==> src/rtl/cca_decider.sv <==
module cca_decider #(
  parameter int CLK_PER_US   = 200,
  parameter int LONG_US      = 18,
  parameter int LONG_TENTHS  = 7,
  parameter int SHORT_US     = 15,
  parameter int SHORT_TENTHS = 8
) (
  input  logic       clk,
  input  logic       rst,
  input  logic       us_tick,
  input  logic       ed_flag,
  input  logic       cs_flag,
  input  logic       sq_flag,
  input  logic [1:0] comb_mode,
  input  logic       win_sel,
  output logic       busy,
  output logic       done
);
  localparam int LONG_FRAC  = (CLK_PER_US * LONG_TENTHS + 5) / 10;
  localparam int SHORT_FRAC = (CLK_PER_US * SHORT_TENTHS + 5) / 10;
  localparam int MAX_FRAC   = (LONG_FRAC > SHORT_FRAC) ? LONG_FRAC : SHORT_FRAC;
  localparam int MAX_US     = (LONG_US > SHORT_US) ? LONG_US : SHORT_US;
  localparam int FW         = $clog2(MAX_FRAC + 1);
  localparam int UW         = $clog2(MAX_US + 1);

  logic [1:0]    mode_q;
  logic          win_q;
  logic          tail_q;
  logic [UW-1:0] us_cnt;
  logic [FW-1:0] frac_cnt;
  logic          ed_acc, cs_acc, sq_acc;
  logic          verdict;

  wire [UW-1:0] us_last   = win_q ? UW'(SHORT_US - 1) : UW'(LONG_US - 1);
  wire [FW-1:0] frac_last = win_q ? FW'(SHORT_FRAC - 1) : FW'(LONG_FRAC - 1);
  wire ed_w  = ed_acc | ed_flag;
  wire cs_w  = cs_acc | cs_flag;
  wire sq_w  = sq_acc | sq_flag;
  wire end_c = tail_q && (frac_cnt == frac_last);

  always_comb begin
    case (mode_q)
      2'b00:   verdict = ed_w;
      2'b01:   verdict = cs_w | sq_w;
      2'b10:   verdict = ed_w & (cs_w | sq_w);
      default: verdict = ed_w | cs_w | sq_w;
    endcase
  end

  always_ff @(posedge clk) begin
    if (rst) begin
      mode_q   <= comb_mode;
      win_q    <= win_sel;
      tail_q   <= 1'b0;
      us_cnt   <= '0;
      frac_cnt <= '0;
      ed_acc   <= 1'b0;
      cs_acc   <= 1'b0;
      sq_acc   <= 1'b0;
      busy     <= 1'b0;
      done     <= 1'b0;
    end else begin
      done <= end_c;
      if (end_c) begin
        busy     <= verdict;
        mode_q   <= comb_mode;
        win_q    <= win_sel;
        tail_q   <= 1'b0;
        us_cnt   <= '0;
        frac_cnt <= '0;
        ed_acc   <= 1'b0;
        cs_acc   <= 1'b0;
        sq_acc   <= 1'b0;
      end else begin
        ed_acc <= ed_w;
        cs_acc <= cs_w;
        sq_acc <= sq_w;
        if (tail_q) begin
          frac_cnt <= frac_cnt + 1'b1;
        end else if (us_tick) begin
          if (us_cnt == us_last) begin
            tail_q   <= 1'b1;
            frac_cnt <= '0;
          end else begin
            us_cnt <= us_cnt + 1'b1;
          end
        end
      end
    end
  end
endmodule


==> config.mk <==
export PLATFORM = sky130hd
export DESIGN_NAME = cca_decider
export DESIGN_NICKNAME = d
export VERILOG_FILES = /design/src/rtl/cca_decider.sv
export SDC_FILE = /design/constraint.sdc
export NUM_CORES = 1
export LEC_CHECK = 0
export BUFFER_PORTS_ARGS = -buffer_cell sky130_fd_sc_hd__buf_4
export CORE_ASPECT_RATIO = 1.2
export CORE_MARGIN = 5
export CORE_UTILIZATION = 60
export CTS_BUF_LIST = sky130_fd_sc_hd__clkbuf_4 sky130_fd_sc_hd__clkbuf_8
export CTS_CLUSTER_SIZE = 16
export DETAILED_ROUTE_END_ITERATION = 7
export GPL_ROUTABILITY_DRIVEN = 0
export PLACE_DENSITY_LB_ADDON = 0.3
export SLEW_MARGIN = 20
export SYNTH_ARGS = -nofsm -noshare
export SYNTH_HDL_FRONTEND = slang
export SYNTH_SLANG_ARGS = --single-unit
export TNS_END_PERCENT = 5
==> constraint.sdc <==
create_clock -name clk -period 4.1 [get_ports clk]
set_clock_uncertainty 0.05 [all_clocks]
set_input_delay 0 -clock clk [delete_from_list [all_inputs] [get_ports clk]]
set_output_delay 0 -clock clk [all_outputs]
set_load 0.01 [all_outputs]
==> run_results.csv, run 1 <==
group,metric,value,unit
run_status,status,"finished, final reports clean",
drt,vias,881,
sta,maxSlewViolCount,0,
die,die_height,56.07,um
pwr,irDropWorstVdd,0.0002626,V
die,die_width,48.39,um
critical_path,cp.required,3990,ps
worst_hold_path,hold_class,"primary input to register",
logic_synthesis,syn_nets,124,
pwr,combPwrFrac,0.083,
logic_synthesis,syn_area,1061,um2
layout,fin_util,0.7312,
die,die_area,2713,um2
pwr,p_int,0.0002963,W
layout,diodes,0,
drt,drc,0,
layout,layout.nets,141,
pwr,switching_power,0.00007979,W
logic_synthesis,yosys_warnings,0,
layout,nFillCells,125,
grt,grt_max_degree,21,
pwr,total_leakage_power,0.4083,nW
logic_synthesis,synth-seq-cells,22,
die,core-area,1662,um2
clocking,worstSkewPairLatency,290,ps
clocking,h-tree-depth,1,
sta,max_freq,0.4333,GHz
critical_path,r2r.worst_path.cells,3,
layout,regArea,470.5,um2
clocking,clk_pin_slew,110,ps
critical_path,r2r_start,"frac_cnt[2]",
drt,drt-vias-per-instance,5.993,
pwr,pwr-share-seq,0.613,
logic_synthesis,ys_types,36,
clocking,clock-sinks,22,
logic_synthesis,syn-instance-count,113,
sta,hold_slack,37.47,ps
logic_synthesis,synth_edf_count,3,
die,ios,11,
sta,worst_pin_slew,698.0,ps
critical_path,path_class,"register to register",
grt,grt_pass1_wl,3.684,mm
logic_synthesis,asyncSetResetFlopFracSynth,0,
grt,grt.total_usage,0.1617,
grt,grt_pass1_vias,849,
critical_path,crit_fanout,20,
critical_path,end_kind,"register",
sta,max_slew_margin,0.5347,
grt,grt.overflow.total,0,
logic_synthesis,ys_seq_area_frac,0.4434,
drt,drtAntennaViolNets,0,
pwr,powerDensity,309.6,nW/um2
pwr,power_frac_clock,0.303,
sta,finalSetupTns,0,ps
drt,wl_per_cell,13.82,um
sta,rsz0062_at_grt,"false",
pwr,swShare,0.2122,
grt,grt_antenna_before_repair,0,
sta,hold_viol,0,
layout,multiInputGateArea,525.5,um2
sta,setup_viol,0,
critical_path,cp-start-kind,"register",
worst_hold_path,hp-start,"us_tick",
sta,min_period_over_period,0.5629,
critical_path,timing.reg2reg.setup_slack,1790,ps
run,cap_violations,0,
layout,drive_above_1_share,0.1473,
critical_path,cp.arrival,2200,ps
critical_path,reg2reg_to,"mode_q[1]",
worst_hold_path,holdPathEnd,"frac_cnt[0]",
drt,dr.pass1.iters,4,
die,num_rows,16,
sta,fin_crit,2308,ps
clocking,cts_tree,"done",
logic_synthesis,synthFlopType,"dfxtp_1",
layout,area_growth,14.51,%
clocking,numCtsBuffers,3,
drt,first_iter_violations,23,
placement,portBuffers,10,
clocking,cts-resized-gates,0,
clocking,cts_buffer_depth,2,
drt,wirelength,2.031,mm
worst_hold_path,hold_depth,4,
placement,dp_hpwl,1.353,mm
logic_synthesis,synth_area_per_cell,9.390,um2
layout,layout_common_cells,"dfxtp_1 (19), nor2_1 (14), buf_4 (10)",
die,initial_utilization,0.6386,
clocking,cts-root-buf,"clkbuf_4",
layout,final_common_cell,"dfxtp_1",
logic make-up (layout without fill, tap and decap cells):
kind of cell | Yosys count | after routing | share of synthesized area
compound gates | 28 | 28 | 0.1946
xor+xnor | 3 | 3 | 0.02477
fa+ha+maj | 2 | 2 | 0.02358
buf+inv | 9 | 25 | 0.06132
flops | 22 | 22 | 0.4434
mux | 1 | 1 | 0.009434
simple gates | 48 | 48 | 0.2429
sequential cells by signal (all words and copies together) (netlist names):
signal / count
frac_cnt: 8
us_cnt: 5
mode_q: 2
busy: 1
cs_acc: 1
done: 1
ed_acc: 1
sq_acc: 1
tail_q: 1
win_q: 1
routing by layer:
metal	track usage	part of all wire	routed length, um
met5	0	0	0
met4	0.03557	0.0064	13
met3	0.02949	0.044	89
met2	0.2705	0.52	1046
met1	0.2126	0.43	881
cell usage after synthesis (2+ instances only):
cell | n | area [um2]
a211oi_1 | 2 | 15.01
and4bb_2 | 2 | 25.02
ha_1 | 2 | 25.02
nand4_1 | 2 | 12.51
nor3_1 | 2 | 10.01
nand2_1 | 7 | 26.28
a221oi_1 | 2 | 17.52
a21oi_1 | 8 | 40.04
clkbuf_1 | 2 | 7.510
a311oi_1 | 3 | 26.28
nor2b_1 | 4 | 25.02
buf_6 | 2 | 22.52
o21ai_0 | 6 | 30.03
nand3_1 | 6 | 30.03
a41oi_1 | 2 | 17.52
dfxtp_1 | 19 | 380.4
inv_1 | 4 | 15.01
nand2b_1 | 3 | 18.77
xnor2_1 | 2 | 17.52
or3_1 | 2 | 12.51
edfxtp_1 | 3 | 90.09
nor2_1 | 14 | 52.55
metrics by stage:
| step | cells | cell area, um2 | total power [W] | setup slack (ps) |
|---|---|---|---|---|
| floorplan | 113 | 1061 | 0.0002527 | 2183 |
| global placement | 136 | 1109 | 0.0002591 | 1872 |
| detailed placement | 136 | 1109 | 0.0002609 | 1820 |
| CTS | 147 | 1215 | 0.0003815 | 1808 |
| global route | 147 | 1215 | 0.0003942 | 1686 |
| finish | 147 | 1215 | 0.0003761 | 1792 |
repair_timing:
item                                   4_1_cts  5_1_grt
endpoints found under the hold margin        8        0
hold buffers                                 7        0
setup buffers                                0        0
power groups by stage:
stage,sequential [W],combinational [W],clock (W)
global route,0.000232,0.0000355,0.000127
detailed placement,0.000235,0.0000255,0
finish,0.000231,0.0000313,0.000114
CTS,0.000231,0.0000308,0.000120
floorplan,0.000234,0.0000190,0
global placement,0.000235,0.0000242,0
worst max-delay path, cell delays in order (launching register included):
cell and delay [ps]:
dfxtp_1 420, or3_4 440, a2111oi_4 430, or2_1 620
how the worst max path moves through the flow:
stage	from	cells after the start	to	slack (ps)
2_1_floorplan	frac_cnt[2]	6	mode_q[0]	2180
3_3_place_gp	frac_cnt[2]	3	win_q	1870
3_5_place_dp	frac_cnt[2]	3	win_q	1820
4_1_cts	frac_cnt[2]	3	win_q	1810
5_1_grt	frac_cnt[2]	3	mode_q[1]	1690
6_report	frac_cnt[2]	3	mode_q[1]	1790
layout make-up:
| cell class | count | area share |
|---|---|---|
| well taps | 18 | 0.01854 |
| clock buffers | 4 | 0.02987 |
| repair buffers | 17 | 0.1195 |
| flip-flops and latches | 22 | 0.3872 |
| multi-input cells | 82 | 0.4325 |
| inverters | 4 | 0.01236 |
(Power assumes the default switching activity.)
==> run 2, diff against run 1 <==
--- a/config.mk
+++ b/config.mk
@@ -5,10 +5,11 @@
 export SDC_FILE = /design/constraint.sdc
 export NUM_CORES = 1
 export LEC_CHECK = 0
+export ABC_AREA = 1
 export BUFFER_PORTS_ARGS = -buffer_cell sky130_fd_sc_hd__buf_4
 export CORE_ASPECT_RATIO = 1.2
 export CORE_MARGIN = 5
-export CORE_UTILIZATION = 60
+export CORE_UTILIZATION = 59
 export CTS_BUF_LIST = sky130_fd_sc_hd__clkbuf_4 sky130_fd_sc_hd__clkbuf_8
 export CTS_CLUSTER_SIZE = 16
 export DETAILED_ROUTE_END_ITERATION = 7
==> constraint.sdc (replaced) <==
create_clock -name clk -period 2.4 [get_ports clk]
set_clock_uncertainty 0.05 [all_clocks]
set_input_delay 0 -clock clk [delete_from_list [all_inputs] [get_ports clk]]
set_output_delay 0 -clock clk [all_outputs]
set_load 0.01 [all_outputs]
==> run 2 against run 1 <==
Combinational power up 58%. Sequential power up 69%. Via count up 14%. Critical path type unchanged. Largest power group unchanged.
==> run_results.csv, run 2 <==
group,metric,value,unit
run_status,status,"finished, final reports clean",
logic_synthesis,synth_top_area_share,0.3486,
logic_synthesis,ys_top_cells_by_count,"nand2_1 (33), inv_1 (22), dfxtp_1 (19), nor2_1 (19), nand3_1 (17)",
critical_path,cp.required,2330,ps
logic_synthesis,asyncSetResetFlopFracSynth,0,
layout,final_common_cell,"nand2_1",
critical_path,r2r.worst_path.cells,4,
layout,drive_above_1_share,0.1059,
pwr,total_leakage_power,0.5975,nW
drt,first_iter_violations,29,
logic_synthesis,synth_top_area_cell,"dfxtp_1",
clocking,clock-sinks,22,
grt,grt_pass1_wl,3.919,mm
sta,min_period_over_period,0.6821,
die,num_rows,17,
layout,layout.nets,182,
pwr,design_power_total,0.0006187,W
pwr,swShare,0.2168,
placement,portBuffers,10,
logic_synthesis,synth_xor_area_frac,0.04014,
logic_synthesis,synth_compound_area_frac,0.09060,
drt,vias,1007,
logic_synthesis,syn_nets,161,
pwr,p_int,0.0004845,W
logic_synthesis,yosysMostFrequentCell,"nand2_1",
pwr,combPwrFrac,0.080,
die,die_area,2813,um2
drt,wl_per_cell,12.06,um
logic_synthesis,yosys_warnings,0,
sta,setup_viol,0,
drt,wirelength,2.279,mm
critical_path,critical-path-max-stage-delay,560,ps
drt,drc,0,
die,die_width,49.26,um
critical_path,path_class,"register to register",
sta,maxSlewViolCount,0,
pwr,pwr-share-seq,0.630,
clocking,cts_tree,"done",
clocking,worstSkewPairLatency,300,ps
grt,grtUsageMet1,0.1929,
die,ios,11,
layout,diodes,0,
worst_hold_path,holdPathEnd,"win_q",
grt,use_met2,0.3186,
logic_synthesis,ys_types,20,
logic_synthesis,syn-instance-count,150,
pwr,switching_power,0.0001341,W
layout,reg_top3,"frac_cnt: 8 flops, us_cnt: 5 flops, mode_q: 2 flops",
worst_hold_path,hold_class,"primary input to register",
critical_path,timing.reg2reg.setup_slack,760,ps
pwr,power_frac_clock,0.291,
pwr,powerDensity,484.3,nW/um2
layout,layout_common_cells,"nand2_1 (33), inv_1 (22), nor2_1 (19), dfxtp_1 (19), nand3_1 (17)",
logic_synthesis,synthFlopType,"dfxtp_1",
logic_synthesis,ys_seq_area_frac,0.4312,
worst_hold_path,hold_depth,2,
logic_synthesis,synth_edf_count,3,
layout,largest_reg_flops,8,
critical_path,cp.arrival,1570,ps
layout,area_growth,17.09,%
clocking,clk_pin_slew,120,ps
grt,grt.busiest_layer,"met2",
critical_path,path_cells,"nand2_4 > nor3_2 > nand4_1 > nand2_2",
sta,hold_viol,0,
critical_path,cp-start-kind,"register",
critical_path,crit_fanout,16,
clocking,numCtsBuffers,3,
drt,drtAntennaViolNets,0,
grt,met3_usage,0.03394,
logic_synthesis,yosys-mux-area-fraction,0,
critical_path,r2r_start,"tail_q",
drt,drt-vias-per-instance,5.328,
sta,worst_pin_slew,403.7,ps
sta,max_slew_margin,0.7299,
drt,dr.pass1.iters,6,
grt,grt_antenna_before_repair,0,
die,die_height,57.11,um
grt,grt_max_degree,17,
grt,grt.overflow.total,0,
logic_synthesis,synthAdderAreaFrac,0.02294,
die,core-area,1808,um2
sta,finalSetupTns,0,ps
critical_path,slowest_stage,"dfxtp_1",
sta,max_freq,0.6108,GHz
grt,grt_pass1_vias,952,
sta,rsz0062_at_grt,"false",
grt,grt.total_usage,0.1734,
clocking,cts-root-buf,"clkbuf_4",
logic_synthesis,synth_area_leaders,"dfxtp_1 (35%), nand2_1 (11%), edfxtp_1 (8.3%), nand3_1 (7.8%), inv_1 (7.6%)",
placement,dp_hpwl,1.690,mm
worst_hold_path,hp-start,"win_sel",
logic_synthesis,yosys.area_share.simple,0.3188,
die,initial_utilization,0.6035,
logic_synthesis,synth-seq-cells,22,
logic_synthesis,syn_area,1091,um2
critical_path,reg2reg_to,"mode_q[0]",
sta,fin_crit,1637,ps
run,cap_violations,0,
clocking,cts_buffer_depth,2,
clocking,h-tree-depth,1,
logic_synthesis,synth_top_family_by_area,"simple AND/OR/NAND/NOR gates",
layout,largest-register,"frac_cnt",
logic_synthesis,synth_area_per_cell,7.274,um2
critical_path,end_kind,"register",
pwr,irDropWorstVdd,0.0003189,V
run 2: worst max path at each step:
stage	startpoint	end	cells after the start
6_report	tail_q	mode_q[0]	4
2_1_floorplan	frac_cnt[1]	mode_q[0]	6
5_1_grt	win_q	mode_q[0]	3
3_3_place_gp	tail_q	mode_q[1]	4
4_1_cts	tail_q	win_q	4
3_5_place_dp	tail_q	win_q	4
run 2: cell families (layout without fill, tap and decap cells):
| group | count (synthesis) | after routing |
|---|---|---|
| simple gates | 78 | 78 |
| xor+xnor | 5 | 5 |
| compound gates | 19 | 19 |
| flops | 22 | 22 |
| buf+inv | 24 | 44 |
| fa+ha+maj | 2 | 2 |
run 2: what timing repair did:
item                      4_1_cts  5_1_grt
buffers inserted                0        0
hold buffers                    8        0
resized for setup               0        0
hold endpoints to repair       13        0
run 2: final cells by class:
cell class | count | area, um2
Clock buffer | 4 | 30.03
Tap cell | 19 | 23.77
Multi-Input combinational cell | 104 | 515.5
Sequential cell | 22 | 470.5
Inverter | 22 | 82.58
Fill cell | 159 | 530.5
Timing Repair Buffer | 18 | 155.1
run 2: routing by layer:
metal	routed length [um]	share of wire
met1	970	0.43
met2	1190	0.52
met3	90	0.039
met4	27	0.012
met5	0	0
run 2: power groups by stage:
stage	registers, W	logic [W]	clock network [W]
after floorplan	0.000396	0.0000241	0
after global placement	0.000397	0.0000372	0
after detailed placement	0.000398	0.0000384	0
after CTS	0.000389	0.0000489	0.000188
after global routing	0.000391	0.0000548	0.000210
final	0.000390	0.0000494	0.000180
run 2: per-stage QoR:
step | cells | worst slack [ps] | hold WS [ps] | utilization | cell area (um2)
final | 189 | 762.9 | 369.8 | 0.7066 | 1277
after global routing | 189 | 669.7 | 350.5 | 0.7066 | 1277
after CTS | 189 | 805.0 | 351.4 | 0.7066 | 1277
after detailed placement | 177 | 819.9 | 129.2 | 0.6457 | 1167
after global placement | 177 | 896.8 | 128.7 | 0.6457 | 1167
after floorplan | 150 | 1037 | 33.95 | - | 1091
run 2: critical path, delay by kind of cell (launching register included):
family | cells | cell delay, ps
flops | 1 | 560
simple gates | 4 | 700
